--- src/rtl/gpin_pkg.sv ---
package gpin_pkg;

    localparam int DEF_PINS  = 16;
    localparam int DEF_SEL_W = 4;
    localparam int DEF_RUN_W = 4;

    // Per-pin configuration, unpacked from the flat input ports.
    typedef struct packed {
        logic [DEF_SEL_W-1:0] rate_sel;
        logic [DEF_RUN_W-1:0] stable_cnt;
        logic                 invert;
        logic                 irq_edge;
        logic                 irq_en;
    } pin_cfg_t;

    // Filter decision for one strobe.
    typedef enum logic [1:0] {
        FLT_HOLD    = 2'd0,
        FLT_RESTART = 2'd1,
        FLT_COUNT   = 2'd2,
        FLT_FLIP    = 2'd3
    } flt_step_e;

    function automatic flt_step_e flt_decide(
        input logic       tick,
        input logic       samp,
        input logic       filt,
        input logic [3:0] run,
        input logic [3:0] limit
    );
        if (!tick)            return FLT_HOLD;
        else if (samp == filt) return FLT_RESTART;
        else if (run >= limit) return FLT_FLIP;
        else                   return FLT_COUNT;
    endfunction

endpackage

--- src/rtl/gpin_sync.sv ---
module gpin_sync #(
    parameter int WIDTH  = 16,
    parameter int STAGES = 2
) (
    input  logic             clk,
    input  logic             rst,
    input  logic [WIDTH-1:0] d_async,
    output logic [WIDTH-1:0] q_sync
);
    logic [WIDTH-1:0] stage_q [STAGES];

    generate
        for (genvar s = 0; s < STAGES; s++) begin : g_stage
            if (s == 0) begin : g_first
                always_ff @(posedge clk) begin
                    if (rst) stage_q[0] <= '0;
                    else     stage_q[0] <= d_async;
                end
            end else begin : g_next
                always_ff @(posedge clk) begin
                    if (rst) stage_q[s] <= '0;
                    else     stage_q[s] <= stage_q[s-1];
                end
            end
        end
    endgenerate

    assign q_sync = stage_q[STAGES-1];
endmodule

--- src/rtl/gpin_strobe.sv ---
module gpin_strobe #(
    parameter int SEL_W = 4,
    localparam int CNT_W = 2 ** SEL_W
) (
    input  logic             clk,
    input  logic             rst,
    output logic [CNT_W-1:0] rise_vec
);
    logic [CNT_W-1:0] tmr_q;
    logic [CNT_W-1:0] tmr_prev_q;

    always_ff @(posedge clk) begin
        if (rst) begin
            tmr_q      <= '0;
            tmr_prev_q <= '0;
        end else begin
            tmr_q      <= tmr_q + 1'b1;
            tmr_prev_q <= tmr_q;
        end
    end

    // A bit that has just gone from 0 to 1 marks one strobe.
    assign rise_vec = tmr_q & ~tmr_prev_q;
endmodule

--- src/rtl/gpin_lane.sv ---
module gpin_lane
    import gpin_pkg::*;
#(
    parameter int RUN_W = 4
) (
    input  logic             clk,
    input  logic             rst,
    input  logic             tick,
    input  logic             samp,
    input  logic [RUN_W-1:0] stable_cnt,
    input  logic             irq_edge,
    input  logic             irq_en,
    input  logic             clr,
    output logic             filt,
    output logic             irq
);
    logic [RUN_W-1:0] run_q;
    logic             filt_q;
    logic             latch_q;
    flt_step_e        step;
    logic             rise_now;

    assign step     = flt_decide(tick, samp, filt_q, run_q, stable_cnt);
    assign rise_now = (step == FLT_FLIP) && samp;

    always_ff @(posedge clk) begin
        if (rst) begin
            run_q  <= '0;
            filt_q <= 1'b0;
        end else begin
            unique case (step)
                FLT_HOLD:    run_q <= run_q;
                FLT_RESTART: run_q <= '0;
                FLT_COUNT:   run_q <= run_q + 1'b1;
                FLT_FLIP: begin
                    run_q  <= '0;
                    filt_q <= samp;
                end
                default:     run_q <= run_q;
            endcase
        end
    end

    // Edge latch: a new edge takes priority over a clear in the same cycle.
    always_ff @(posedge clk) begin
        if (rst)                       latch_q <= 1'b0;
        else if (irq_edge && rise_now) latch_q <= 1'b1;
        else if (clr)                  latch_q <= 1'b0;
    end

    assign filt = filt_q;
    assign irq  = irq_en & (irq_edge ? latch_q : filt_q);
endmodule

--- src/rtl/gpin_filter_irq.sv ---
module gpin_filter_irq
    import gpin_pkg::*;
#(
    parameter int NUM_PINS = DEF_PINS,
    parameter int SEL_W    = DEF_SEL_W,
    parameter int RUN_W    = DEF_RUN_W,
    localparam int CNT_W   = 2 ** SEL_W
) (
    input  logic                      clk,
    input  logic                      rst,
    input  logic [NUM_PINS-1:0]       pin_raw,
    input  logic [NUM_PINS-1:0]       cfg_invert,
    input  logic [NUM_PINS-1:0]       cfg_irq_en,
    input  logic [NUM_PINS-1:0]       cfg_irq_edge,
    input  logic [NUM_PINS*SEL_W-1:0] cfg_rate_sel,
    input  logic [NUM_PINS*RUN_W-1:0] cfg_stable_cnt,
    input  logic                      clr_wr,
    input  logic [NUM_PINS-1:0]       clr_mask,
    output logic [NUM_PINS-1:0]       rx_data,
    output logic [NUM_PINS-1:0]       irq_pin,
    output logic                      irq_any
);
    logic [NUM_PINS-1:0] pin_sync;
    logic [NUM_PINS-1:0] pin_strobe;
    logic [CNT_W-1:0]    rise_vec;

    gpin_sync #(.WIDTH(NUM_PINS), .STAGES(2)) u_sync (
        .clk     (clk),
        .rst     (rst),
        .d_async (pin_raw),
        .q_sync  (pin_sync)
    );

    gpin_strobe #(.SEL_W(SEL_W)) u_strobe (
        .clk      (clk),
        .rst      (rst),
        .rise_vec (rise_vec)
    );

    generate
        for (genvar i = 0; i < NUM_PINS; i++) begin : g_pin
            logic [SEL_W-1:0] sel_i;
            logic [RUN_W-1:0] cnt_i;
            logic             samp_i;

            assign sel_i         = cfg_rate_sel[i*SEL_W +: SEL_W];
            assign cnt_i         = cfg_stable_cnt[i*RUN_W +: RUN_W];
            assign samp_i        = pin_sync[i] ^ cfg_invert[i];
            assign pin_strobe[i] = rise_vec[sel_i];

            gpin_lane #(.RUN_W(RUN_W)) u_lane (
                .clk        (clk),
                .rst        (rst),
                .tick       (pin_strobe[i]),
                .samp       (samp_i),
                .stable_cnt (cnt_i),
                .irq_edge   (cfg_irq_edge[i]),
                .irq_en     (cfg_irq_en[i]),
                .clr        (clr_wr & clr_mask[i]),
                .filt       (rx_data[i]),
                .irq        (irq_pin[i])
            );
        end
    endgenerate

    assign irq_any = |irq_pin;
endmodule

--- config.mk ---
export PLATFORM = sky130hd
export DESIGN_NAME = gpin_filter_irq
export DESIGN_NICKNAME = d
export VERILOG_FILES = /design/src/rtl/gpin_pkg.sv /design/src/rtl/gpin_sync.sv /design/src/rtl/gpin_strobe.sv /design/src/rtl/gpin_lane.sv /design/src/rtl/gpin_filter_irq.sv
export SDC_FILE = /design/constraint.sdc
export NUM_CORES = 1
export LEC_CHECK = 0
export ABC_CLOCK_PERIOD_IN_PS = 3700
export BUFFER_PORTS_ARGS = -buffer_cell sky130_fd_sc_hd__buf_2
export CORE_MARGIN = 4
export CORE_UTILIZATION = 60
export DETAILED_ROUTE_END_ITERATION = 10
export PLACE_DENSITY = 0.87
export REMOVE_ABC_BUFFERS = 1
export SLEW_MARGIN = 20
export SYNTH_ARGS = -nofsm -noshare
export SYNTH_HDL_FRONTEND = slang
export SYNTH_SLANG_ARGS = --single-unit
export TNS_END_PERCENT = 10
--- constraint.sdc ---
create_clock -name clk -period 3.7 [get_ports clk]
set_clock_uncertainty 0.1 [all_clocks]
set_input_delay 0 -clock clk [delete_from_list [all_inputs] [get_ports clk]]
set_output_delay 0 -clock clk [all_outputs]
set_load 0.02 [all_outputs]
==> Yosys cells after proc, flatten, opt, wreduce, memory -nomap -nowiden <==
Memory sizes are Yosys's and may differ from the RTL's.
Cells that the tools add are included.
W data, S select, Z words.
{ "op_classes": {"n_addsub": 17, "magnitude_cmp": 32, "eq_ne": 64, "mux": 149, "bitwise": 52, "n_reduce_logical": 81} }
{ "ops": {"columns": ["op", "n"], "rows": [
  ["$pmux W4 S2", 16],
  ["$mux W1", 83],
  ["$lt A4 B5 Y1 const B", 16],
  ["$add A4 B1 Y4 const B", 16],
  ["$bmux W1 S4", 16],
  ["$eq A2 B2 Y1 const B", 32],
  ["$ge A4 B4 Y1", 16],
  ["$mux W2", 32],
  ["$and A1 B1 Y1", 32],
  ["$eq A2 B1 Y1 const B", 16],
  ["$logic_and A1 B1 Y1", 32],
  ["$logic_not A2 Y1", 16],
  ["$mux W16", 2],
  ["$reduce_bool A2 Y1", 16],
  ["$reduce_or A2 Y1", 16],
  ["$add A16 B1 Y16 const B", 1],
  ["$and A16 B16 Y16", 1],
  ["$eq A1 B1 Y1", 16],
  ["$not A16 Y16", 1],
  ["$reduce_or A16 Y1", 1],
  ["$xor A1 B1 Y1", 16],
  ["$or A1 B1 Y1", 2]
]} }
{ "word_totals": {"register_bits": 128, "mem_bits_rw": 32, "input_bits": 211, "n_memories": 1} }
{ "memory_table": {"columns": ["name", "words", "word_bits", "read_ports", "rd_clocked_by_memory_dff", "wr", "line_no", "source"], "rows": [
  ["u_sync.stage_q", 2, 16, 2, 0, 2, "gpin_sync.sv:10", "logic [WIDTH-1:0] stage_q [STAGES];"]
]} }

==> Logic depth before layout (Yosys ltp) <==
{ "logic_depth": {"depth_word": 9, "ltp_mapped": 8, "depth_no_buf": 8} }

==> Modules after synthesis <==
Synthesis repeated with hierarchy kept, for this count alone.
{ "unflattened": {"hier_cells": 1078, "hier_area_um2": 11031.8} }
{ "by_module_without_submodules": {"columns": ["mod", "n_inst", "cells_each", "area_each_um2"], "rows": [
  ["gpin_lane", 16, 45, 405.4],
  ["gpin_filter_irq", 1, 166, 2458.6],
  ["gpin_strobe", 1, 125, 1223.7],
  ["gpin_sync", 1, 67, 863.3]
]} }

==> Worst setup path after synthesis <==
Ideal clock, no wire load.
{ "synth_path": {"kind": "register -> output", "start": "reg g_pin[6].u_lane.filt_q", "end": "out irq_any", "arrival_time_ns": 2.084, "t_required_ns": 3.600, "path_slack_ns": 1.516, "path_stages_with_launch": 6, "path_buffers": 0, "cell_sequence": "dfxtp_1 mux2i_1 nor2b_1 or4_1 or4_1 or4_1"} }
{ "synth_between": {"elab_chain_len": 3} }
{ "synth_rtl": {"columns": ["item", "line_no", "source"], "rows": [
  ["start: declaration", "gpin_lane.sv:18", "logic filt_q;"],
  ["start signal: assignment", "gpin_lane.sv:37", "filt_q <= samp;"],
  ["$mux W1", "gpin_lane.sv:52", "assign irq = irq_en & (irq_edge ? latch_q : filt_q);"],
  ["$and A1 B1 Y1", "gpin_lane.sv:52", null],
  ["net g_pin[6].u_lane.irq", "gpin_lane.sv:15", "output logic irq"],
  ["$reduce_or A16 Y1", "gpin_filter_irq.sv:66", "assign irq_any = |irq_pin;"],
  ["end: declaration", "gpin_filter_irq.sv:21", "output logic irq_any"]
]} }
The timed path passes the listed nets, and every way through them passes these cells.

==> Worst setup path after layout <==
{ "layout_path": {"start": "reg u_strobe.tmr_q[9]", "end": "reg g_pin[15].u_lane.latch_q"} }
{ "layout_between": {"elab_chain_len": 8} }
{ "layout_rtl": {"columns": ["item", "line_no", "source"], "rows": [
  ["start: declaration", "gpin_strobe.sv:9", "logic [CNT_W-1:0] tmr_q;"],
  ["start signal: assignment", "gpin_strobe.sv:17", "tmr_q <= tmr_q + 1'b1;"],
  ["$and A16 B16 Y16 *", "gpin_strobe.sv:23", "assign rise_vec = tmr_q & ~tmr_prev_q;"],
  ["$bmux W1 S4 *", "gpin_filter_irq.sv:49", "assign pin_strobe[i] = rise_vec[sel_i];"],
  ["$mux W1 (not written as such) *", "gpin_filter_irq.sv:49", null],
  ["$mux W2 *", "gpin_pkg.sv:31", "if (!tick) return FLT_HOLD;"],
  ["$eq A2 B2 Y1 *", "gpin_lane.sv:24", "assign rise_now = (step == FLT_FLIP) && samp;"],
  ["$logic_and A1 B1 Y1 *", "gpin_lane.sv:24", null],
  ["$logic_and A1 B1 Y1 *", "gpin_lane.sv:47", "else if (irq_edge && rise_now) latch_q <= 1'b1;"],
  ["$mux W1 / $reduce_bool A2 Y1 (equally long branches)", null, null],
  ["end signal: assignment", "gpin_lane.sv:46", "if (rst) latch_q <= 1'b0;"],
  ["end signal: assignment", "gpin_lane.sv:47", null],
  ["end signal: assignment", "gpin_lane.sv:48", "else if (clr) latch_q <= 1'b0;"],
  ["end: declaration", "gpin_lane.sv:19", "logic latch_q;"]
]} }
Mark *: on every way between the ends. The rest lies on a longest branch, timed or not. The select of a mux whose other input is x is not followed.
A chain may end at the register's enable or synchronous reset.

==> Flow_metrics.wiki <==
{| class="wikitable"
! Metric !! Value
|-
| Post-CTS clock slew at the launch and capture registers of the worst setup and hold paths || 60 ps
|-
| Router iterations before antenna repair || 7
|-
| Number of different library cells in the post-synthesis netlist || 51
|-
| Maximum number of pins on one net before global-route repair || 87
|-
| Compound-cell area share of the yosys netlist || 15.1%
|-
| Combinational family with the most area after synthesis || simple AND/OR/NAND/NOR gates
|-
| Post-Route WL || 31400 um
|-
| Share of cell area taken by muxes after synthesis || 13.0%
|-
| Die Height || 145 um
|-
| Number of buffers on the longest clock path || 2
|-
| Leakage power || 5.78 nW
|-
| Count of maximum capacitance violations || 0
|-
| Switching power total || 1.21 mW
|-
| Remaining routing DRC violations || 0
|-
| Routability cong. || 0.892
|-
| Mean area per synthesized cell || 8.83 um^2
|-
| Failing checks || negative hold slack
|-
| TritonCTS clock tree || yes
|-
| Setup crit start kind || flop
|-
| Sequential fraction of the synthesis area || 28.5%
|-
| Register-to-Register Path Depth || 7
|-
| IR Drop Worst-Case VDD || 371 uV
|-
| Critical path fanouts, max || 16
|-
| Effective utilization at floorplan || 61.8%
|-
| Fill count || 1254
|-
| Post-synthesis share of cell area spent on and, or, nand and nor gates || 23.2%
|-
| Total CTS buffers || 17
|-
| Setup violators final || 0
|-
| Period utilization || 82.6%
|-
| Sequential group share of total power || 40.5%
|-
| Average vias per placed instance || 6.01
|-
| Number of buffer and inverter stages on the critical path || 1
|-
| Max Clock Freq || 327 MHz
|-
| Sw frac || 26.9%
|-
| Drt wl/cell || 17.8 um
|-
| Combinational cell fraction of total power || 18.5%
|-
| Most area-hungry cell type in the Yosys netlist || dfxtp_1
|-
| Area growth syn-to-layout || 20.4%
|-
| Final period demand of the worst path || 3050 ps
|-
| Area fraction of the dominant cell type after synthesis || 28.5%
|-
| Setup repair after global routing missed its margin || false
|-
| Die X-Extent || 145 um
|-
| Gate Count Post-Synth || 1275
|-
| Worst slew margin relative to its limit || 42.5%
|-
| Pins over their slew limit || 0
|-
| Commonest non-fill, non-tap cell in the layout || buf_2
|-
| R2r endpoint || g_pin[15].u_lane.latch_q
|-
| Half-perimeter wire length of the detailed placement result || 22100 um
|-
| Transition time at the pin with the least slew margin || 863 ps
|-
| Share of post-route cells with drive strength above 1 || 21.4%
|-
| Worst EP arrival || 3330 ps
|-
| Number of cell rows || 49
|-
| Worst setup endpoint || g_pin[15].u_lane.latch_q
|-
| I/O Pins || 244
|-
| Detail Route Antenna Nets || 0
|-
| Source-to-sink clock delay at the later pin of the worst-skew pair || 430 ps
|-
| Worst r2r src || u_strobe.tmr_q[9]
|-
| Total chip power || 4.49 mW
|-
| Final net count || 1805
|-
| Class of the most critical hold timing path || in2reg
|-
| Number of clock sinks || 160
|-
| Flop and latch count out of synthesis || 160
|-
| Via count of the first global-routing pass || 10532
|-
| Via count || 10624
|-
| Number of antenna violations at the first check in global routing || 11
|-
| Power per cell area || 331 nW/um^2
|-
| Port Buf Inserts || 243
|-
| Total of warnings raised by yosys || 0
|-
| Total negative slack for setup checks || 0 ps
|-
| Relative contribution of the clock network to total power || 41.1%
|-
| Root buffer cell || clkbuf_16
|-
| Number of DRC violations after detailed-routing iteration 0 || 611
|-
| Grt ovf || 0
|-
| Hold Worst Slack || -0.415 ps
|-
| Setup crit end kind || flop
|-
| Number of H-tree levels || 4
|-
| Most frequent cells in the layout || buf_2 (242), dfxtp_1 (160), nor2b_1 (105)
|-
| Setup crit start || u_strobe.tmr_q[9]
|-
| Total routing resource utilization after global routing || 28.8%
|-
| Outcome || complete, but fails checks
|-
| Number of cells on the critical path || 7
|-
| Reg-to-reg setup timing slack || 650 ps
|-
| Final Hold Violating Endpoints || 2
|-
| Critical-path cell with the highest stage delay || mux4_2
|-
| CP Data Required Time || 3970 ps
|-
| Slowest stage delay, CP || 610 ps
|-
| Post-synthesis adder-cell area fraction || 9.01%
|-
| Wire length of the first global-routing pass || 51000 um
|-
| Largest cells by area after synthesis || dfxtp_1 (28%), ha_1 (9.0%), nor2b_1 (5.8%)
|-
| XOR/XNOR Fraction of Synth Area || 3.58%
|-
| Critical path's top delay family || simple AND/OR/NAND/NOR gates
|-
| Class of the most critical setup path || reg2reg
|-
| Internal Pwr Total || 3.28 mW
|-
| Total core area || 18200 um^2
|-
| Cell chain of the critical path || nand2b_1, mux4_2, nand3b_1, and4_1, nand3_1, o21ai_0, dlygate4sd3_1
|-
| Summed instance area of the synthesized netlist || 11300 um^2
|-
| Die outline area || 21000 um^2
|}
==> repair_timing <==
item / CTS / global route
hold endpoints to repair: 49 / 0
buffers inserted: 0 / 0
gates resized for setup: 0 / 0
hold buffers: 59 / 0
==> per-stage QoR <==
step	utilization, %	instance area [um^2]	cells	worst slack [ps]
finish	74.4	13600	1767	645
CTS	74.3	13500	1754	681
floorplan	-	10800	1188	1340
global placement	67.6	12300	1664	1120
detailed placement	67.6	12300	1664	1060
global route	74.4	13500	1765	444
==> worst register-to-register path, cell delays in order, from the launching register on <==
cell and delay (ps):
dfxtp_1 460, nand2b_1 460, mux4_2 620, nand3b_1 90
and4_1 390, nand3_1 160, o21ai_0 160, dlygate4sd3_1 550
==> power groups by stage <==
stage	clock (mW)	sequential, mW	combinational, mW
finish	1.84	1.82	0.830
global route	1.93	1.82	0.922
CTS	1.86	1.82	0.817
detailed placement	0	1.85	0.760
global placement	0	1.85	0.729
floorplan	0	1.85	0.453
==> state kept, by name (all words and copies together), names as in the netlist <==
signal	count
g_pin.u_lane.latch_q	16
u_strobe.tmr_prev_q	16
u_sync.stage_q	32
u_strobe.tmr_q	16
g_pin.u_lane.filt	16
g_pin.u_lane.run_q	64
==> metal layers <==
| metal | GRT usage (%) | part of all wire [%] | up-vias |
|---|---|---|---|
| met5 | 0 | 0.041 | - |
| met4 | 15.3 | 4.6 | 2 |
| met3 | 6.17 | 6.9 | 100 |
| met2 | 48.9 | 49 | 453 |
| met1 | 34.4 | 40 | 4999 |
| li1 | - | - | 5070 |
==> Yosys cell counts (all sizes together) <==
| master | number |
|---|---|
| buf | 50 |
| o21ai | 31 |
| o211ai | 29 |
| nand3b | 8 |
| or3 | 26 |
| o31ai | 6 |
| a22o | 6 |
| mux4 | 40 |
| a211o | 6 |
| a21boi | 1 |
| o41ai | 13 |
| or2 | 7 |
| xor2 | 11 |
| nor3b | 20 |
| ha | 81 |
| a21oi | 83 |
| or4 | 13 |
| and3 | 8 |
| a221o | 18 |
| a22oi | 3 |
| nand3 | 56 |
| nand2 | 76 |
| clkinv | 1 |
| o311ai | 6 |
| mux2i | 50 |
| a311oi | 8 |
| nor2b | 105 |
| clkbuf | 37 |
| dfxtp | 160 |
| o21a | 8 |
| o32ai | 5 |
| nor2 | 86 |
| nand2b | 35 |
| a32oi | 8 |
| a2bb2oi | 7 |
| and4 | 8 |
| a2111o | 6 |
| nand4 | 16 |
| xnor2 | 35 |
| inv | 101 |
| mux2 | 1 |
==> cell families after synthesis <==
group                      count (synthesis)
buffers and inverters                    189
AOI/OAI and AO/OA                        244
muxes                                     91
and+or+nand+nor                          464
adders and majority gates                 81
xor gates and xnor gates                  46
DFF                                      160
==> area by class of cell <==
type                       instances  area (um^2)  share of cell area, %
tap                              229          287                   2.11
multi-input combinational        926         7180                   53.0
timing repair buffer             306         1850                   13.7
clock inverter                     9          130                  0.960
inverter                         102          383                   2.82
clock buffer                      22          484                   3.57
sequential                       160         3200                   23.6
antenna                           13         32.5                  0.240
==> worst min-delay path by stage <==
stage,start,to,cells after the start
floorplan,rst,u_strobe.tmr_q[0],1
global placement,pin_raw[7],u_sync.stage_q[0][7],2
detailed placement,pin_raw[15],u_sync.stage_q[0][15],2
CTS,cfg_rate_sel[58],g_pin[14].u_lane.run_q[3],5
global route,cfg_rate_sel[31],g_pin[7].u_lane.run_q[2],4
finish,cfg_rate_sel[58],g_pin[14].u_lane.run_q[3],5
Note: power is estimated with default switching activity, not from simulation.
